===== src/rtl/trace_port_decoder.sv =====
module trace_port_decoder #(
  parameter int ADDR_W   = 16,
  parameter int NUM_CHAN = 200
) (
  input  logic              clk,
  input  logic              rst_n,
  input  logic              glb_en,
  input  logic              trig_en,
  input  logic              cfg_wide,
  input  logic              pen_we,
  input  logic [31:0]       pen_wdata,
  input  logic              wr_valid,
  output logic              wr_ready,
  input  logic [ADDR_W-1:0] wr_addr,
  input  logic [63:0]       wr_data,
  input  logic [1:0]        wr_size,
  output logic              rec_valid,
  input  logic              rec_ready,
  output logic [ADDR_W-9:0] rec_chan,
  output logic [1:0]        rec_kind,
  output logic              rec_tstamp,
  output logic              rec_marked,
  output logic              rec_guar,
  output logic [1:0]        rec_size,
  output logic [63:0]       rec_data
);
  localparam int CHAN_W = ADDR_W - 8;
  localparam logic [1:0] K_DATA = 2'd0, K_FLAG = 2'd1, K_TRIG = 2'd2;

  logic [31:0] port_en;
  logic [7:0]  off;
  logic [CHAN_W-1:0] chan;
  logic is_data, is_flag, is_trig, chan_ok, size_ok, emit;
  logic [63:0] pay_mask;

  assign off     = wr_addr[7:0];
  assign chan    = wr_addr[ADDR_W-1:8];
  assign is_data = (off | 8'h98) == 8'h98;
  assign is_flag = (off | 8'h88) == 8'hE8;
  assign is_trig = (off | 8'h88) == 8'hF8;
  assign chan_ok = {1'b0, chan} < (CHAN_W+1)'(NUM_CHAN);
  assign size_ok = (wr_size != 2'd3) || cfg_wide;
  assign wr_ready = !rec_valid || rec_ready;
  assign emit = wr_valid && wr_ready && glb_en && chan_ok && port_en[chan[4:0]]
              && (is_flag || ((is_data || (is_trig && trig_en)) && size_ok));

  always_comb begin
    case (wr_size)
      2'd0:    pay_mask = 64'h0000_0000_0000_00FF;
      2'd1:    pay_mask = 64'h0000_0000_0000_FFFF;
      2'd2:    pay_mask = 64'h0000_0000_FFFF_FFFF;
      default: pay_mask = 64'hFFFF_FFFF_FFFF_FFFF;
    endcase
  end

  always_ff @(posedge clk) begin
    if (!rst_n) port_en <= 32'hFFFF_FFFF;
    else if (pen_we) port_en <= pen_wdata;
  end

  always_ff @(posedge clk) begin
    if (!rst_n) begin
      rec_valid <= 1'b0;
      rec_chan <= '0;
      rec_kind <= K_DATA;
      rec_tstamp <= 1'b0;
      rec_marked <= 1'b0;
      rec_guar <= 1'b0;
      rec_size <= 2'd0;
      rec_data <= '0;
    end else if (emit) begin
      rec_valid  <= 1'b1;
      rec_chan   <= chan;
      rec_kind   <= is_data ? K_DATA : (is_flag ? K_FLAG : K_TRIG);
      rec_tstamp <= !off[3];
      rec_marked <= is_data && !off[4];
      rec_guar   <= !off[7];
      rec_size   <= is_flag ? 2'd0 : wr_size;
      rec_data   <= is_flag ? {56'd0, wr_data[7:0]} : (wr_data & pay_mask);
    end else if (rec_ready) begin
      rec_valid <= 1'b0;
    end
  end

  assert_reset_idle_R10: assert property (@(posedge clk) $past(!rst_n) |-> !rec_valid);
  assert_hold_R9: assert property (@(posedge clk) disable iff (!rst_n)
    rec_valid && !rec_ready |=> rec_valid && $stable(rec_chan) && $stable(rec_data)
                                && $stable(rec_kind) && $stable(rec_size));
  assert_stall_ready_R9: assert property (@(posedge clk) disable iff (!rst_n)
    rec_valid && !rec_ready |-> !wr_ready);
  assert_flag_byte_R5: assert property (@(posedge clk) disable iff (!rst_n)
    rec_valid && rec_kind == K_FLAG |-> rec_size == 2'd0 && rec_data[63:8] == 56'd0);
  assert_mark_data_R3: assert property (@(posedge clk) disable iff (!rst_n)
    rec_valid && rec_kind != K_DATA |-> !rec_marked);
  assert_chan_range_R8: assert property (@(posedge clk) disable iff (!rst_n)
    rec_valid |-> {1'b0, rec_chan} < (CHAN_W+1)'(NUM_CHAN));
  assert_glb_gate_R8: assert property (@(posedge clk) disable iff (!rst_n)
    $rose(rec_valid) |-> $past(glb_en));
  assert_kind_code_R2: assert property (@(posedge clk) disable iff (!rst_n)
    rec_valid |-> rec_kind != 2'd3);
endmodule


===== config.mk =====
export PLATFORM = sky130hd
export DESIGN_NAME = trace_port_decoder
export DESIGN_NICKNAME = d
export VERILOG_FILES = /design/src/rtl/trace_port_decoder.sv
export SDC_FILE = /design/constraint.sdc
export NUM_CORES = 1
export LEC_CHECK = 0
export BUFFER_PORTS_ARGS = -buffer_cell sky130_fd_sc_hd__buf_2
export CELL_PAD_IN_SITES_DETAIL_PLACEMENT = 1
export CELL_PAD_IN_SITES_GLOBAL_PLACEMENT = 2
export CORE_UTILIZATION = 29
export DETAILED_ROUTE_END_ITERATION = 8
export HOLD_SLACK_MARGIN = 0.06
export PLACE_DENSITY = 0.85
export SLEW_MARGIN = 20
export SYNTH_ARGS = -nofsm -noshare
export SYNTH_HDL_FRONTEND = slang
export SYNTH_SLANG_ARGS = --single-unit

===== constraint.sdc =====
create_clock -name clk -period 6.6 [get_ports clk]
set_clock_uncertainty 0.1 [all_clocks]
set_input_delay 0.66 -clock clk [delete_from_list [all_inputs] [get_ports clk]]
set_output_delay 0.66 -clock clk [all_outputs]
set_load 0.02 [all_outputs]

; Word-level counts from Yosys, hierarchy flattened
; Index checks and enable logic that the tools add are counted.
[word_totals]
register_bits = 112
out_inout_bits = 81
wordCells = 45
[classes]
order_cmp = 2
eq_ne = 5
n_mux = 9
bitwise = 1
n_reduce_logical = 19
[ops]
columns = cell, n
row1 = $pmux 64 s3, 1
row2 = $and 64x64->64, 1
row3 = $mux 64, 1
row4 = $eq 6x6->1 const B, 2
row5 = $logic_and 1x1->1, 8
row6 = $lt 8x8->1 const B, 1
row7 = $lt 5x6->1 const B, 1
row8 = $mux 2, 3
row9 = $bmux 1 s5, 1
row10 = $logic_not 5->1, 1
row11 = $logic_not 1->1, 4
row12 = $logic_or 1x1->1, 4
row13 = $mux 1, 3
row14 = $eq 2x1->1 const B, 1
row15 = $eq 2x2->1 const B, 1
row16 = $logic_not 2->1, 1
row17 = $ne 2x2->1 const B, 1
row18 = $reduce_bool 2->1, 1

; Depth between registers and ports, before layout
; Gate-level depths: netlist (run 1).
[depth]
ltp_word = 8
mapped_depth = 8
mapped_depth_nobuf = 5

; Worst setup path after synthesis (run 1)
; Ideal clock, no wire load.
[synth_timing]
kind = input to register
start = input wr_addr[8]
end = register rec_guar
arrival_ps = 2352
required_time_ps = 6384
setup_slack_ps = 4032
path_stages = 8
path_cell_list = buf_2 -> mux4_2 -> a32oi_1 -> nand4_2 -> and3_1 -> buf_6 -> buf_6 -> o211a_1
[synth_between]
elab_chain_cells = 4
elab_cells_between_ends = 6
cone_classes = order compare: 1 / mux: 2 / reduce/logical: 3
[synth_lines]
columns = item, line_no
row1 = start: declaration, 14  ; input logic [ADDR_W-1:0] wr_addr,
row2 = $lt 8x8->1 / $bmux 1 s5 (equally long branches), "41, 44"
row3 = $logic_and 1x1->1 / $mux 1 (equally long branches), 44  ; assign emit = wr_valid && wr_ready && glb_en && chan_ok && port_en[chan[4:0]]
row4 = $logic_and 1x1->1 *, 44
row5 = $logic_and 1x1->1 *, 45  ; && (is_flag || ((is_data || (is_trig && trig_en)) && size_ok));
row6 = end signal: assignment, 77  ; rec_guar <= !off[7];
row7 = end: declaration, 23  ; output logic rec_guar,
; Mark *: on every way between the ends. The rest lies on a longest branch, timed or not. The select of a mux whose other input is x is not followed.
; A chain may end at the register's enable or synchronous reset.

; Worst setup path in the final report (run 1)
[layout_timing]
start = input wr_addr[9]
end = register rec_data[60]
[layout_between]
elab_chain_cells = 4
elab_cells_between_ends = 6
cone_classes = order compare: 1 / mux: 2 / reduce/logical: 3
[layout_lines]
columns = item, line_no
row1 = $lt 8x8->1 / $bmux 1 s5 (equally long branches), "41, 44"
row2 = $logic_and 1x1->1 / $mux 1 (equally long branches), 44
row3 = $logic_and 1x1->1 *, 44
row4 = $logic_and 1x1->1 *, 45
row5 = end signal: assignment, 79  ; rec_data <= is_flag ? {56'd0, wr_data[7:0]} : (wr_data & pay_mask);
row6 = end: declaration, 25  ; output logic [63:0] rec_data
; Marks and branches as above.

==> flow_summary.json, run 1 <==
{
  "fin_crit_ps": 2910,
  "yosysTopAreaCell": "dfxtp_1",
  "start_util_pct": 29.8,
  "cp-start-kind": "input port",
  "io_pins": 203,
  "ir_drop_uv": 113,
  "dr.pass1.iters": 4,
  "synthArstFlopShare_pct": 0,
  "vias": 4101,
  "leakagePower_nw": 3.16,
  "rsz0062_at_grt": "false",
  "hp-start": "rec_size[1]$_SDFFE_PN0P_",
  "coreArea_um2": 15900,
  "comb_power_share_pct": 9.1,
  "port_buffers": 202,
  "tightest_slew_ps": 942,
  "grt_max_degree": 84,
  "fmax_mhz": 343,
  "min_period_over_period_pct": 44.2,
  "clk_path_buf_depth": 2,
  "yosys_warnings": 0,
  "netlist_area_um2": 4740,
  "syn2layout_area_growth_pct": 29.7,
  "cts_hold_buf": 0,
  "synthCells": 493,
  "fillers": 1918,
  "clk_latency_ps": 350,
  "overflow": 0,
  "hold_viol_final": 0,
  "via_per_inst": 4.59,
  "die_x_um": 130,
  "r2r_cells": 6,
  "fin_util_pct": 38.6,
  "postCtsResizedCells": 0,
  "synth_flop_cell": "dfxtp_1",
  "antenna_left": 0,
  "grt_pass1_wl_um": 21500,
  "grt_pass1_vias": 4269,
  "ys_ff_latch": 112,
  "r2r-end": "rec_data[60]$_SDFFE_PN0P_",
  "ff2ff_setup_slack_ps": 4040,
  "swShare_pct": 24.1,
  "internal_power_mw": 1.02,
  "routed_wl_um": 13900,
  "netlist_top_cells_area": "dfxtp_1, mux2i_1, nand2_1",
  "yosysTopAreaCellShare_pct": 47.3,
  "hold_class": "flip-flop to flip-flop",
  "cap_violations": 0,
  "fp.dieH_um": 130,
  "p_clk_share_pct": 39.2,
  "synth_common_cells": "nand2_1, dfxtp_1, mux2i_1",
  "fin_ws_ps": 3690,
  "row_count": 46,
  "grt_usage_pct": 16.6,
  "reg2reg_from": "port_en[15]$_SDFFE_PN1P_",
  "fin_tns_setup_ps": 0,
  "final_cells": 893,
  "cellPowerDensity_nw_per_um2": 219,
  "synth_most_common_cell": "nand2_1",
  "cts_made_buffers": 9,
  "slew-limit-headroom_pct": 37.2,
  "drt_iter0_markers": 196,
  "cp.required_ps": 6780,
  "p_switching_uw": 324,
  "nNetsFinal": 794,
  "cts.sinks": 112,
  "setup_viol": 0,
  "route.detailed.drc": 0,
  "drive_gt1_share_pct": 34.8,
  "cp-end-kind": "flip-flop",
  "synth-seq-area-share_pct": 47.3,
  "dp_hpwl_um": 10300,
  "dieArea_um2": 16900,
  "whs_ps": 348,
  "critPathArrivalTime_ps": 3090,
  "wire_per_inst_um": 15.5,
  "worst-path-max-fanout": 32,
  "hold_path_depth": 2,
  "worstHoldEndpoint": "rec_size[1]$_SDFFE_PN0P_",
  "ys_types": 42,
  "globalplace.congestion": 0.709,
  "outcome": "finished clean",
  "clk_pin_slew_ps": 70,
  "slew_violations": 0,
  "clockRootBuffer": "clkbuf_16",
  "seqPwrFrac_pct": 51.6,
  "synth_edf_count": 0,
  "dp_slack_ps": 3040,
  "htree_levels": 3,
  "syn-num-nets": 615,
  "path_class": "input port to flip-flop",
  "post_cts_buffers": 0,
  "placed_cells": 876,
  "antenna_found_initial": 1,
  "tritoncts": "yes",
  "postSynthAreaPerCell_um2": 9.62
}
-- cell type report --
cell class	count	area [µm²]	share of cell area, %
diodes	1	2.50	0.0407
clock buffers	11	253	4.11
clock inverters	4	28.8	0.468
inverters	3	11.3	0.183
multi-input cells	341	2290	37.3
flip-flops and latches	112	2240	36.5
well taps	216	270	4.39
repair buffers	205	1050	17.0
-- placed cells by master, fill, tap and decap left out, drive strengths merged, types with 2 or more instances in the layout --
cell / n
a311oi: 2
a31oi: 2
and2: 2
buf: 205
clkbuf: 11
clkinvlp: 2
dfxtp: 112
inv: 4
mux2i: 107
mux4: 7
nand2: 183
nand2b: 2
nand3: 4
nand3b: 2
nand4: 5
nand4b: 2
nor2: 4
o211a: 3
o21ai: 2
-- critical path, stage by stage --
cell	delay, ps
buf_2	270
mux4_2	570
a32oi_1	250
nand4_2	270
nand3_4	500
buf_12	320
mux2i_1	220
-- flip-flops by register name, summed over array words and instances, names as in the netlist --
signal / cells
port_en: 32
rec_tstamp: 1
rec_chan: 8
rec_data: 64
rec_size: 2
rec_valid: 1
rec_guar: 1
rec_kind: 2
rec_marked: 1
-- metal layers --
metal / global-route usage, % / wire length, µm / up-vias
li1: - / - / 2008
met1: 19.2 / 5930 / 1953
met2: 28.7 / 6800 / 126
met3: 4.80 / 934 / 14
met4: 6.77 / 219 / 0
met5: 0 / 0 / -
-- through the flow --
step | area (µm²) | total power, mW
4_1_cts | 6130 | 1.37
6_report | 6150 | 1.34
2_1_floorplan | 4740 | 0.779
3_5_place_dp | 5850 | 0.835
3_3_place_gp | 5840 | 0.830
5_1_grt | 6150 | 1.41
-- worst max-delay path by stage --
stage / startpoint / endpoint / slack, ps / cells past startpoint
after floorplan: wr_addr[8] / rec_guar$_SDFFE_PN0P_ / 4030 / 8
after global placement: wr_addr[2] / rec_data[63]$_SDFFE_PN0P_ / 3190 / 6
after detailed placement: wr_addr[2] / rec_data[26]$_SDFFE_PN0P_ / 3040 / 6
after CTS: wr_addr[2] / rec_data[26]$_SDFFE_PN0P_ / 3410 / 6
after global routing: wr_addr[2] / rec_data[40]$_SDFFE_PN0P_ / 3490 / 7
final: wr_addr[9] / rec_data[60]$_SDFFE_PN0P_ / 3690 / 7
-- cell families (layout without fill, tap and decap cells) --
group / Yosys count / count (layout) / share of synthesized area [%]
buf+inv: 40 / 223 / 4.56
flops: 112 / 112 / 47.3
compound gates: 17 / 17 / 3.40
simple gates: 209 / 209 / 18.5
other cells: 0 / 1 / 0
mux: 115 / 115 / 26.3
-- power by group through the flow --
stage | Combinational, mW | Sequential, mW | Clock (mW)
floorplan | 0.0695 | 0.709 | 0
global placement | 0.121 | 0.709 | 0
detailed placement | 0.125 | 0.710 | 0
CTS | 0.125 | 0.694 | 0.550
global route | 0.137 | 0.696 | 0.577
finish | 0.123 | 0.694 | 0.528
(Power assumes the default switching activity.)
==> inputs of run 2 (changes only) <==
- CORE_UTILIZATION: 29 -> 25
- PLACE_DENSITY: 0.85 -> 0.78
- clock period: 6.6 -> 2.6 ns (I/O delays scaled with it)
==> flow_summary.json, run 2 (same netlist as run 1, synthesis figures left out) <==
{
  "post_dp_cell_area_um2": 5990,
  "cts.sinks": 112,
  "final_cell_mix": "buf_2, nand2_1, dfxtp_1",
  "fin_tns_setup_ps": 0,
  "grt_pass1_wl_um": 24400,
  "largest_reg_flops": 64,
  "leakagePower_nw": 3.57,
  "cp-end-kind": "flip-flop",
  "clk_pin_slew_ps": 80,
  "final_area_um2": 7100,
  "min_period_over_period_pct": 84.0,
  "crit_slowest_cell": "mux4_2",
  "overflow": 0,
  "tightest_slew_ps": 962,
  "setup_viol": 0,
  "start_util_pct": 25.4,
  "port_buffers": 202,
  "row_count": 50,
  "slew-limit-headroom_pct": 35.9,
  "outcome": "finished clean",
  "regMostFlops": "rec_data",
  "fin_crit_ps": 2180,
  "cap_violations": 0,
  "fillers": 2189,
  "path_cells": "mux4_2 -> a22oi_2 -> nand4_4 -> and3_1 -> buf_4 -> mux2i_1",
  "drt_iter0_markers": 73,
  "vias": 4469,
  "ir_drop_uv": 301,
  "top_usage_layer": "met2",
  "cellPowerDensity_nw_per_um2": 517,
  "grt_pass1_vias": 4841,
  "wire_per_inst_um": 15.5,
  "rsz0062_at_grt": "false",
  "clockRootBuffer": "clkbuf_16",
  "grt_use_met1_pct": 17.7,
  "fin_ws_ps": 416,
  "coreArea_um2": 18600,
  "syn2layout_area_growth_pct": 49.7,
  "drive_gt1_share_pct": 31.7,
  "top_regs": "rec_data (64), port_en (32), rec_chan (8)",
  "cp-start-kind": "flip-flop",
  "grt_use_met3_pct": 3.96,
  "crit_buf_inv": 1,
  "antenna_found_initial": 2,
  "worst-path-max-fanout": 9,
  "hold_viol_final": 0,
  "placed_cells": 905,
  "grtUsageMet2_pct": 29.1,
  "critPathArrivalTime_ps": 2320,
  "dieArea_um2": 19500,
  "tritoncts": "yes",
  "grt_max_degree": 57,
  "path_class": "flip-flop to flip-flop",
  "total_power_mw": 3.67,
  "final_common_cell": "buf_2",
  "antenna_left": 0,
  "slew_violations": 0,
  "clk_path_buf_depth": 2,
  "ff2ff_setup_slack_ps": 420,
  "dr.pass1.iters": 6,
  "post_cts_buffers": 0,
  "globalplace.congestion": 0.758,
  "die_x_um": 140,
  "cts_made_buffers": 9,
  "final_cells": 1002,
  "critPathTopFamily": "multiplexers",
  "fp.dieH_um": 140,
  "fmax_mhz": 458,
  "postCtsResizedCells": 0,
  "htree_levels": 3,
  "cp.required_ps": 2740,
  "clk_latency_ps": 350,
  "route.detailed.drc": 0,
  "grt_usage_pct": 15.9,
  "routed_wl_um": 15600,
  "io_pins": 203,
  "dp_hpwl_um": 11200,
  "critPathMaxStageDelay_ps": 490,
  "via_per_inst": 4.46,
  "hold_class": "input port to flip-flop",
  "nNetsFinal": 884,
  "dp_slack_ps": 121
}
[run 2: changes by cell type in the layout (fill, tap and decap cells not counted), sizes merged, moves of 2 or more]
cell,change
clkinv,+2
clkbuf,-2
bufinv,+2
clkinvlp,-2
dlygate4sd3,+80
buf,+10
[run 2: report_power, final]
part | leakage [nW] | switching [mW] | total [mW] | internal, mW
clock network | 0.155 | 0.652 | 1.49 | 0.840
registers | 0.909 | 0.0186 | 1.77 | 1.75
logic | 2.51 | 0.186 | 0.415 | 0.230
[run 2: area by class of cell]
cell class                      count  area, µm²  share of cell area (%)
Multi-Input combinational cell    341       2290                    32.3
Sequential cell                   112       2240                    31.6
Timing Repair Buffer              295       1950                    27.4
Tap cell                          234        293                    4.12
Clock buffer                        9        225                    3.17
Clock inverter                      6       83.8                    1.18
Inverter                            3       11.3                   0.159
Antenna cell                        2       5.00                  0.0705
[run 2: worst register-to-register path, stage by stage (launching register included)]
cell     delay [ps]
dfxtp_1         320
mux4_2          490
a22oi_2         270
nand4_4         180
and3_1          340
buf_4           240
mux2i_1         140
[run 2: worst paths after layout]
check / start / to / cells past startpoint
setup / recovery: port_en[30]$_SDFFE_PN1P_ / rec_data[7]$_SDFFE_PN0P_ / 6
hold / removal: wr_data[0] / rec_data[0]$_SDFFE_PN0P_ / 3
setup reg to reg: port_en[30]$_SDFFE_PN1P_ / rec_data[7]$_SDFFE_PN0P_ / 6
hold reg to reg: rec_size[1]$_SDFFE_PN0P_ / rec_size[1]$_SDFFE_PN0P_ / 2
[run 2: through the flow]
stage,hold slack [ps],util [%]
4_1_cts,60.7,38.1
3_3_place_gp,341,32.1
6_report,65.8,38.1
5_1_grt,60.7,38.1
3_5_place_dp,347,32.1
2_1_floorplan,288,-
[run 2: timing repair]
item                       in CTS  in global routing
setup endpoints to repair       0                  0
hold endpoints to repair       80                  0
hold buffers                   80                  0
[run 2: layer usage]
| layer | up-vias | wire [µm] | share of wire (%) |
|---|---|---|---|
| met5 | - | 0 | 0 |
| met4 | 0 | 410 | 2.6 |
| met3 | 27 | 725 | 4.7 |
| met2 | 130 | 7960 | 51 |
| met1 | 2125 | 6490 | 42 |
| li1 | 2187 | - | - |
==> inputs of run 3 (changes only) <==
- ABC_AREA: default -> 1
- CORE_UTILIZATION: 25 -> 23
- PLACE_DENSITY: 0.78 -> 0.77
- clock period: 2.6 -> 1.9 ns (I/O delays scaled with it)
==> flow_summary.json, run 3 <==
{
  "syn-num-nets": 887,
  "total_power_mw": 5.12,
  "coreArea_um2": 22100,
  "hold_path_depth": 4,
  "reg2reg_from": "rec_valid$_SDFFE_PN0P_",
  "cts_made_buffers": 9,
  "grt_pass1_wl_um": 30600,
  "clockRootBuffer": "clkbuf_16",
  "p_switching_mw": 1.33,
  "dp_hpwl_um": 13400,
  "port_buffers": 202,
  "overflow": 0,
  "crit_start": "wr_addr[15]",
  "final_cell_mix": "buf_2, nand2_1, inv_1",
  "globalplace.congestion": 0.761,
  "yosysTopAreaCell": "dfxtp_1",
  "fin_crit_ps": 1820,
  "synth_flop_cell": "dfxtp_1",
  "ff2ff_setup_slack_ps": 130,
  "drt_iter0_markers": 273,
  "dieArea_um2": 23400,
  "worst-path-max-fanout": 19,
  "hold_class": "input port to flip-flop",
  "wire_per_inst_um": 15.3,
  "clk_pin_slew_ps": 80,
  "hold_viol_final": 0,
  "cp.required_ps": 2040,
  "crit_slowest_cell": "dlygate4sd3_1",
  "regMostFlops": "rec_data",
  "r2r_cells": 10,
  "tightest_slew_ps": 492,
  "outcome": "finished clean",
  "synth_edf_count": 0,
  "seqPwrFrac_pct": 47.2,
  "hp-start": "rec_ready",
  "nNetsFinal": 1134,
  "synthArstFlopShare_pct": 0,
  "r2r-end": "rec_data[46]$_SDFFE_PN0P_",
  "largest_reg_flops": 64,
  "netlist_top_cells_area": "dfxtp_1, nand2_1, inv_1",
  "whs_ps": 62.1,
  "route.detailed.drc": 0,
  "synth_most_common_cell": "nand2_1",
  "comb_power_share_pct": 14.7,
  "via_per_inst": 4.50,
  "yosys_warnings": 0,
  "setup_viol": 0,
  "fmax_mhz": 550,
  "swShare_pct": 26.1,
  "synthCells": 765,
  "leakagePower_nw": 4.06,
  "antenna_left": 0,
  "fin_tns_setup_ps": 0,
  "top_regs": "rec_data (64), port_en (32), rec_chan (8)",
  "clk_latency_ps": 350,
  "clk_path_buf_depth": 2,
  "p_clk_share_pct": 38.0,
  "yosysTopAreaCellShare_pct": 42.8,
  "min_period_over_period_pct": 95.6,
  "cellPowerDensity_nw_per_um2": 668,
  "die_x_um": 153,
  "htree_levels": 3,
  "slew-limit-headroom_pct": 67.2,
  "critPathArrivalTime_ps": 1960,
  "ys_types": 23,
  "dr.pass1.iters": 4,
  "fp.dieH_um": 153,
  "path_class": "input port to flip-flop",
  "cts.sinks": 112,
  "critPathMaxStageDelay_ps": 540,
  "vias": 5846,
  "row_count": 54,
  "cp-start-kind": "input port",
  "grt_max_degree": 56,
  "synth_common_cells": "nand2_1, inv_1, dfxtp_1",
  "postSynthAreaPerCell_um2": 6.84,
  "placed_cells": 1223,
  "grt_usage_pct": 16.5,
  "cap_violations": 0,
  "netlist_area_um2": 5240,
  "drive_gt1_share_pct": 28.1,
  "final_cells": 1298,
  "internal_power_mw": 3.78,
  "final_common_cell": "buf_2",
  "start_util_pct": 23.7,
  "antenna_found_initial": 2,
  "path_cells": "dlygate4sd3_1 -> buf_2 -> a31oi_4 -> nand2_2 -> a21oi_4 -> buf_4 -> nand3_2 -> buf_12 -> nand2_1 -> a21oi_1",
  "ys_ff_latch": 112,
  "tritoncts": "yes",
  "ir_drop_uv": 351,
  "cp-end-kind": "flip-flop",
  "critPathTopFamily": "buffers and inverters",
  "synth-seq-area-share_pct": 42.8,
  "routed_wl_um": 19900,
  "slew_violations": 0,
  "crit_cells": 10,
  "endpoint": "rec_data[46]$_SDFFE_PN0P_",
  "crit_buf_inv": 4,
  "syn2layout_area_growth_pct": 46.3,
  "io_pins": 203,
  "grt_pass1_vias": 5813
}
==> run 3: area by class of cell <==
class	instances	area, µm²
diodes	2	5.00
clock buffers	12	246
clock inverters	3	42.5
fillers	2772	14400
inverters	123	462
multi-input cells	474	2310
flip-flops and latches	112	2250
well taps	280	350
repair buffers	292	2000
==> run 3: repair_timing <==
item / in CTS / in global routing
hold buffers: 46 / 0
resized for setup: 0 / 26
endpoints found under the hold margin: 46 / 0
buffers inserted: 0 / 5
endpoints found under the setup margin: 0 / 58
==> run 3: logic make-up (layout without fill, tap and decap cells) <==
family          after synthesis  in the layout  synth area share, %
compound gates              126            126                 12.5
simple gates                347            348                 30.1
flops                       112            112                 42.8
buf+inv                     180            430                 14.6
other cells                   0              2                    0
==> run 3: how the worst min path moves through the flow <==
| stage | to |
|---|---|
| detailed placement | port_en[12]$_SDFFE_PN1P_ |
| finish | rec_valid$_SDFFE_PN0P_ |
| CTS | rec_valid$_SDFFE_PN0P_ |
| global placement | port_en[31]$_SDFFE_PN1P_ |
| global route | rec_data[13]$_SDFFE_PN0P_ |
| floorplan | port_en[31]$_SDFFE_PN1P_ |
==> run 3: through the flow <==
step | utilization, % | area [µm²] | setup WS, ps
global route | 34.7 | 7660 | -5.19
detailed placement | 30.1 | 6650 | -86.8
CTS | 33.5 | 7400 | 65.4
finish | 34.7 | 7660 | 82.7
global placement | 30.1 | 6650 | -77.3
floorplan | - | 5240 | 38.5
==> run 3: routing by layer <==
| metal | vias to the layer above | GRT usage [%] | part of all wire (%) |
|---|---|---|---|
| met5 | - | 0 | 0 |
| met4 | 0 | 5.34 | 1.4 |
| met1 | 2749 | 21.7 | 48 |
| met2 | 129 | 27.4 | 46 |
| li1 | 2953 | - | - |
| met3 | 15 | 2.61 | 3.8 |
==> run 3: worst min-delay path: stages <==
cell     delay (ps)
buf_2            70
inv_1            50
nand2_4          90
a21oi_1          70
==> run 3: power groups by stage <==
stage               sequential, mW  combinational [mW]  clock, mW
finish                        2.42               0.755       1.95
global route                  2.42               0.841       2.10
CTS                           2.41               0.716       2.03
detailed placement            2.47               0.642          0
global placement              2.47               0.639          0
floorplan                     2.47               0.336          0
